<file path="src/rtl/alu8_pkg.sv">
package alu8_pkg;

    typedef enum logic [3:0] {
        OP_ADD  = 4'd0,
        OP_ADC  = 4'd1,
        OP_SUB  = 4'd2,
        OP_SBC  = 4'd3,
        OP_AND  = 4'd4,
        OP_OR   = 4'd5,
        OP_XOR  = 4'd6,
        OP_RRC  = 4'd7,
        OP_RLC  = 4'd8,
        OP_SWAP = 4'd9,
        OP_LDM  = 4'd10,
        OP_LDI  = 4'd11,
        OP_ST   = 4'd12
    } alu_op_e;

    typedef struct packed {
        logic c;
        logic dc;
        logic z;
    } flags_t;

endpackage

</file>
<file path="src/rtl/alu8_addsub.sv">
module alu8_addsub #(
    parameter int W = 8
) (
    input  logic [W-1:0] a_i,
    input  logic [W-1:0] b_i,
    input  logic         sub_i,
    input  logic         use_c_i,
    input  logic         c_i,
    output logic [W-1:0] sum_o,
    output logic         c_o,
    output logic         h_o
);
    localparam int H = W / 2;

    logic [W-1:0] b_eff;
    logic         cin;
    logic [W:0]   full;
    logic [H:0]   low;

    always_comb begin
        b_eff = sub_i ? ~b_i : b_i;
        cin   = use_c_i ? c_i : sub_i;
        full  = {1'b0, a_i} + {1'b0, b_eff} + {{W{1'b0}}, cin};
        low   = {1'b0, a_i[H-1:0]} + {1'b0, b_eff[H-1:0]} + {{H{1'b0}}, cin};
        sum_o = full[W-1:0];
        c_o   = full[W];
        h_o   = low[H];
    end

endmodule

</file>
<file path="src/rtl/alu8_bitops.sv">
module alu8_bitops
    import alu8_pkg::*;
#(
    parameter int W = 8
) (
    input  alu_op_e      op_i,
    input  logic [W-1:0] a_i,
    input  logic [W-1:0] m_i,
    input  logic         c_i,
    output logic [W-1:0] res_o,
    output logic         c_o
);
    localparam int H = W / 2;

    always_comb begin
        res_o = a_i;
        c_o   = c_i;
        case (op_i)
            OP_AND:  res_o = a_i & m_i;
            OP_OR:   res_o = a_i | m_i;
            OP_XOR:  res_o = a_i ^ m_i;
            OP_RRC: begin
                res_o = {c_i, m_i[W-1:1]};
                c_o   = m_i[0];
            end
            OP_RLC: begin
                res_o = {m_i[W-2:0], c_i};
                c_o   = m_i[W-1];
            end
            OP_SWAP: res_o = {m_i[H-1:0], m_i[W-1:H]};
            OP_LDM,
            OP_LDI:  res_o = m_i;
            default: res_o = a_i;
        endcase
    end

endmodule

</file>
<file path="src/rtl/alu8_core.sv">
module alu8_core
    import alu8_pkg::*;
#(
    parameter int W = 8
) (
    input  logic         clk,
    input  logic         rst_n,
    input  logic         op_valid_i,
    input  logic [3:0]   op_i,
    input  logic [W-1:0] acc_i,
    input  logic [W-1:0] opnd_i,
    output logic [W-1:0] result_o,
    output logic         c_next_o,
    output logic         dc_next_o,
    output logic         z_next_o,
    output logic         c_we_o,
    output logic         dc_we_o,
    output logic         z_we_o,
    output logic         c_q_o,
    output logic         dc_q_o,
    output logic         z_q_o
);
    alu_op_e      op;
    flags_t       flags_d, flags_q, nxt, we;
    logic         is_arith, is_sub, use_c;
    logic [W-1:0] as_sum, bo_res;
    logic         as_c, as_h, bo_c;

    assign op       = alu_op_e'(op_i);
    assign is_arith = (op == OP_ADD) || (op == OP_ADC) || (op == OP_SUB) || (op == OP_SBC);
    assign is_sub   = (op == OP_SUB) || (op == OP_SBC);
    assign use_c    = (op == OP_ADC) || (op == OP_SBC);

    alu8_addsub #(.W(W)) u_addsub (
        .a_i    (acc_i),
        .b_i    (opnd_i),
        .sub_i  (is_sub),
        .use_c_i(use_c),
        .c_i    (flags_q.c),
        .sum_o  (as_sum),
        .c_o    (as_c),
        .h_o    (as_h)
    );

    alu8_bitops #(.W(W)) u_bitops (
        .op_i (op),
        .a_i  (acc_i),
        .m_i  (opnd_i),
        .c_i  (flags_q.c),
        .res_o(bo_res),
        .c_o  (bo_c)
    );

    always_comb begin
        result_o = is_arith ? as_sum : bo_res;
        nxt.c    = is_arith ? as_c : bo_c;
        nxt.dc   = as_h;
        nxt.z    = (result_o == '0);
        we       = '0;
        if (op_valid_i) begin
            case (op)
                OP_ADD, OP_ADC, OP_SUB, OP_SBC: we = '{c: 1'b1, dc: 1'b1, z: 1'b1};
                OP_AND, OP_OR, OP_XOR, OP_LDM:  we = '{c: 1'b0, dc: 1'b0, z: 1'b1};
                OP_RRC, OP_RLC:                 we = '{c: 1'b1, dc: 1'b0, z: 1'b0};
                default:                        we = '0;
            endcase
        end
        flags_d = flags_q;
        if (we.c)  flags_d.c  = nxt.c;
        if (we.dc) flags_d.dc = nxt.dc;
        if (we.z)  flags_d.z  = nxt.z;
    end

    always_ff @(posedge clk or negedge rst_n) begin
        if (!rst_n) flags_q <= '0;
        else        flags_q <= flags_d;
    end

    assign c_next_o  = nxt.c;
    assign dc_next_o = nxt.dc;
    assign z_next_o  = nxt.z;
    assign c_we_o    = we.c;
    assign dc_we_o   = we.dc;
    assign z_we_o    = we.z;
    assign c_q_o     = flags_q.c;
    assign dc_q_o    = flags_q.dc;
    assign z_q_o     = flags_q.z;

    AST_ADD_CARRY: assert property (@(posedge clk) disable iff (!rst_n)
        (op_valid_i && op_i == 4'd0) |=> c_q_o == ((({1'b0, $past(acc_i)} + {1'b0, $past(opnd_i)}) >> W) != 0));
    AST_SUB_NOBORROW: assert property (@(posedge clk) disable iff (!rst_n)
        (op_valid_i && op_i == 4'd2) |=> c_q_o == ($past(acc_i) >= $past(opnd_i)));
    AST_ZERO_TRACK: assert property (@(posedge clk) disable iff (!rst_n)
        (op_valid_i && z_we_o) |=> z_q_o == ($past(result_o) == '0));
    AST_LOGIC_KEEP_C: assert property (@(posedge clk) disable iff (!rst_n)
        (op_valid_i && (op_i == 4'd4 || op_i == 4'd5 || op_i == 4'd6)) |=> ($stable(c_q_o) && $stable(dc_q_o)));
    AST_SWAP_KEEP: assert property (@(posedge clk) disable iff (!rst_n)
        (op_valid_i && op_i == 4'd9) |=> ($stable(c_q_o) && $stable(dc_q_o) && $stable(z_q_o)));
    AST_IDLE_HOLD: assert property (@(posedge clk) disable iff (!rst_n)
        !op_valid_i |=> ($stable(c_q_o) && $stable(dc_q_o) && $stable(z_q_o)));
    AST_IDLE_NO_WE: assert property (@(posedge clk) disable iff (!rst_n)
        !op_valid_i |-> $countones({c_we_o, dc_we_o, z_we_o}) == 0);

endmodule

</file>
<file path="config.mk">
export PLATFORM = sky130hd
export DESIGN_NAME = alu8_core
export DESIGN_NICKNAME = d
export VERILOG_FILES = /design/src/rtl/alu8_pkg.sv /design/src/rtl/alu8_addsub.sv /design/src/rtl/alu8_bitops.sv /design/src/rtl/alu8_core.sv
export SDC_FILE = /design/constraint.sdc
export NUM_CORES = 1
export LEC_CHECK = 0
export BUFFER_PORTS_ARGS = -buffer_cell sky130_fd_sc_hd__buf_2
export CORE_UTILIZATION = 25
export CTS_CLUSTER_SIZE = 14
export DETAILED_ROUTE_END_ITERATION = 12
export PLACE_DENSITY = 0.47
export SYNTH_ARGS = -nofsm -noshare
export SYNTH_HDL_FRONTEND = slang
export SYNTH_SLANG_ARGS = --single-unit
</file>
<file path="constraint.sdc">
create_clock -name clk -period 4.6 [get_ports clk]
set_input_delay 0.92 -clock clk [delete_from_list [all_inputs] [get_ports clk]]
set_output_delay 0.92 -clock clk [all_outputs]
set_load 0.02 [all_outputs]
</file>
==> results.py <==
metrics = {
    "outcome": {
        "status": "finished, violations left",
        "failed_checks": "setup timing",
    },
    "flow_run": {
        "maxCapViolations": 0,
    },
    "setup_path": {
        "cp.required_ps": 3680,
        "slowest_delay_ps": 530,
        "critical_path.endpoint": "z_next_o",
        "worst-path-buf-inv": 3,
        "worstRegToRegCells": 12,
        "crit_path_end_kind": "primary output",
        "worstSetupStartpoint": "op_i[2]",
        "r2r_setup_slack_ps": 1790,
        "crit_fanout": 2,
        "cp_top_family": "simple AND/OR/NAND/NOR gates",
        "r2r-start": "c_q_o",
        "crit_chain": "buf_2 > or2_4 > nor2_4 > xnor2_2 > fa_2 > fa_1 > nor3_2 > a211oi_2 > o221ai_2 > nor4_1 > buf_4 > and4_4 > and2_4 > buf_6",
        "cp_slowest_cell": "fa_1",
        "worst-path-stages": 14,
        "critPathLaunchType": "input pin",
        "path_class": "in2out",
        "r2r-end": "z_q_o",
        "crit_arrival_ps": 3680,
    },
    "timing": {
        "worst_slack_ps": -0.2205,
        "finalHoldViolCount": 0,
        "drv_slew": 0,
        "min_period_over_period": 1.000,
        "tns_ps": -0.2205,
        "max_slew_margin": 0.6436,
        "rsz0062_at_grt": "yes",
        "skew_ps": 1.074,
        "setup_viol": 1,
        "worstMarginPinSlew_ps": 534.5,
        "fmax_mhz": 217.4,
        "period_minus_slack_ps": 4600,
    },
    "global_route": {
        "grt_pass1_wl_um": 8776,
        "grt_max_degree": 30,
        "grt_overflow": 0,
        "antenna_found_initial": 0,
        "grt_pass1_vias": 1738,
        "grt_use_total": 0.1539,
    },
    "synthesis": {
        "ys_seq_area_frac": 0.04539,
        "async_flop_share": 1.000,
        "synth.largest_area_cell": "ha_1",
        "ys_types": 60,
        "syn_nets": 267,
        "avgSynthCellArea_um2": 7.553,
        "postSynthCellCount": 219,
        "syn_area_um2": 1654,
        "synth_top_area_share": 0.1740,
        "synth_area_leaders": "ha_1, xnor2_1, inv_1, dfrtp_1, mux4_2",
        "ys_ff_latch": 3,
        "yosys_warnings": 0,
        "synth_edf_count": 0,
        "ys.flop_type": "dfrtp_1",
    },
    "power_and_ir_drop": {
        "power_leakage_nw": 0.9952,
        "ir_worst_vdd_mv": 0.06892,
        "total_power_mw": 0.3791,
        "p_per_area_nw_per_um2": 177.0,
    },
    "die": {
        "io_pins": 40,
        "die_h_um": 83.34,
        "fp.coreArea_um2": 6386,
        "initial_core_util": 0.2590,
        "die_x_um": 83.34,
        "die-area_um2": 6946,
        "num_rows": 29,
    },
    "drt": {
        "routed-via-count": 1780,
        "dr.pass1.iters": 4,
        "drt_iter0_drc": 118,
        "wire_per_inst_um": 15.72,
        "antenna_left": 0,
        "vias_per_cell": 5.159,
        "drt_wl_total_um": 5423,
        "remaining_drc_errors": 0,
    },
    "clocking": {
        "cts_tree": "yes",
        "clkLatencyLatePin_ps": 210,
        "postCtsHoldBufs": 0,
        "cts_sinks": 3,
        "cts.path.max_buffers": 2,
        "cts_buffers": 3,
        "htreeDepth": 1,
        "clk_pin_slew_worst_paths_ps": 30,
        "cts-root-buf": "clkbuf_8",
    },
    "layout": {
        "antenna_cells": 0,
        "nFillCells": 703,
        "area_growth_pct": 29.50,
        "seqCellArea_um2": 75.07,
        "multiInputGateArea_um2": 1471,
        "design_area_um2": 2142,
        "final_nets": 317,
        "post-route-util": 0.3354,
        "drive_gt1_frac": 0.3097,
    },
    "place": {
        "dp_worst_setup_slack_ps": 17.33,
        "placedInstanceArea_um2": 2021,
        "dp_hpwl_um": 4358,
        "io_buffers": 39,
        "gp_congestion": 0.8758,
    },
    "hold_path": {
        "hold_class": "in2async",
    },
}
==> metrics by stage <==
stage,std cells,hold WS (ps)
2_1_floorplan,219,624.4
3_3_place_gp,338,497.2
3_5_place_dp,338,502.0
4_1_cts,342,498.2
5_1_grt,345,493.1
6_report,345,496.3
==> flip-flops by register name, summed over array words and instances (netlist names) <==
name,flops
dc_q_o,1
z_q_o,1
c_q_o,1
==> what timing repair did <==
action,4_1_cts,5_1_grt
setup endpoints to repair,1,2
buffers inserted,0,3
resized for setup,1,11
pin swaps,1,7
==> metal layers <==
metal  vias up  routed length (um)  share of wire  GRT usage
met1       832                2659           0.49     0.2217
met3         4                 151          0.028   0.003976
met4         0                  57          0.011    0.03762
met5         -                   0              0          0
met2        48                2554           0.47     0.2534
li1        896                   -              -          -
==> cell usage after synthesis (2+ instances only) <==
cell / n
buf_2: 7
a221oi_1: 3
inv_1: 25
a31oi_1: 4
nor2_1: 14
mux2i_1: 6
o22ai_1: 4
o21a_1: 3
or2_1: 2
o211ai_1: 2
or4_1: 2
a21oi_1: 11
a22oi_1: 3
nor4_1: 3
a21o_1: 2
nor2b_1: 7
nand3_1: 4
a211oi_1: 6
ha_1: 23
mux4_2: 3
clkbuf_1: 2
o311ai_1: 2
mux2_2: 2
fa_1: 2
o21ai_0: 7
and3_1: 2
buf_4: 3
nand2_1: 12
and2_1: 3
xnor2_1: 11
dfrtp_1: 3
nand2b_1: 8
==> kinds of logic after synthesis <==
kind of cell,synth area share
AO/OA/AOI/OAI,0.2579
XOR/XNOR,0.05824
adder cells (fa/ha/maj),0.1982
buffers and inverters,0.09833
flip-flops,0.04538
multiplexers,0.09758
AND/OR/NAND/NOR,0.2443
==> layout make-up <==
| cell class | count | share of cell area |
|---|---|---|
| clock buffers | 4 | 0.02103 |
| inverters | 26 | 0.04556 |
| well taps | 77 | 0.04498 |
| repair buffers | 57 | 0.1665 |
| multi-input cells | 178 | 0.6869 |
| flip-flops and latches | 3 | 0.03505 |
==> power by group <==
part / switching, mW / internal [mW] / leakage (nW)
clock network: 0.0160 / 0.0590 / 0.0228
registers: 0.00465 / 0.0314 / 0.0377
logic: 0.155 / 0.113 / 0.935
total: 0.175 / 0.204 / 0.995
==> worst min path at each step <==
stage	from	endpoint	depth (start not counted)
after floorplan	rst_n	c_q_o	0
after global placement	dc_q_o	dc_q_o	1
after detailed placement	dc_q_o	dc_q_o	1
after CTS	rst_n	z_q_o	1
after global routing	rst_n	dc_q_o	1
final	rst_n	dc_q_o	1
==> cells in the final DEF (no fill, tap or decap), drive strengths merged, types with 4 or more instances in the layout <==
cell type	netlist	final
buf	10	57
inv	26	26
ha	23	23
nor2	15	15
nand2	12	12
xnor2	11	11
a21oi	11	11
nand2b	9	9
o21ai	7	7
nor2b	7	7
mux2i	6	6
a211oi	6	6
nand3	4	4
o22ai	4	4
a31oi	4	4
nor4	4	4
clkbuf	2	4
Power figures use the tool's default switching activity.
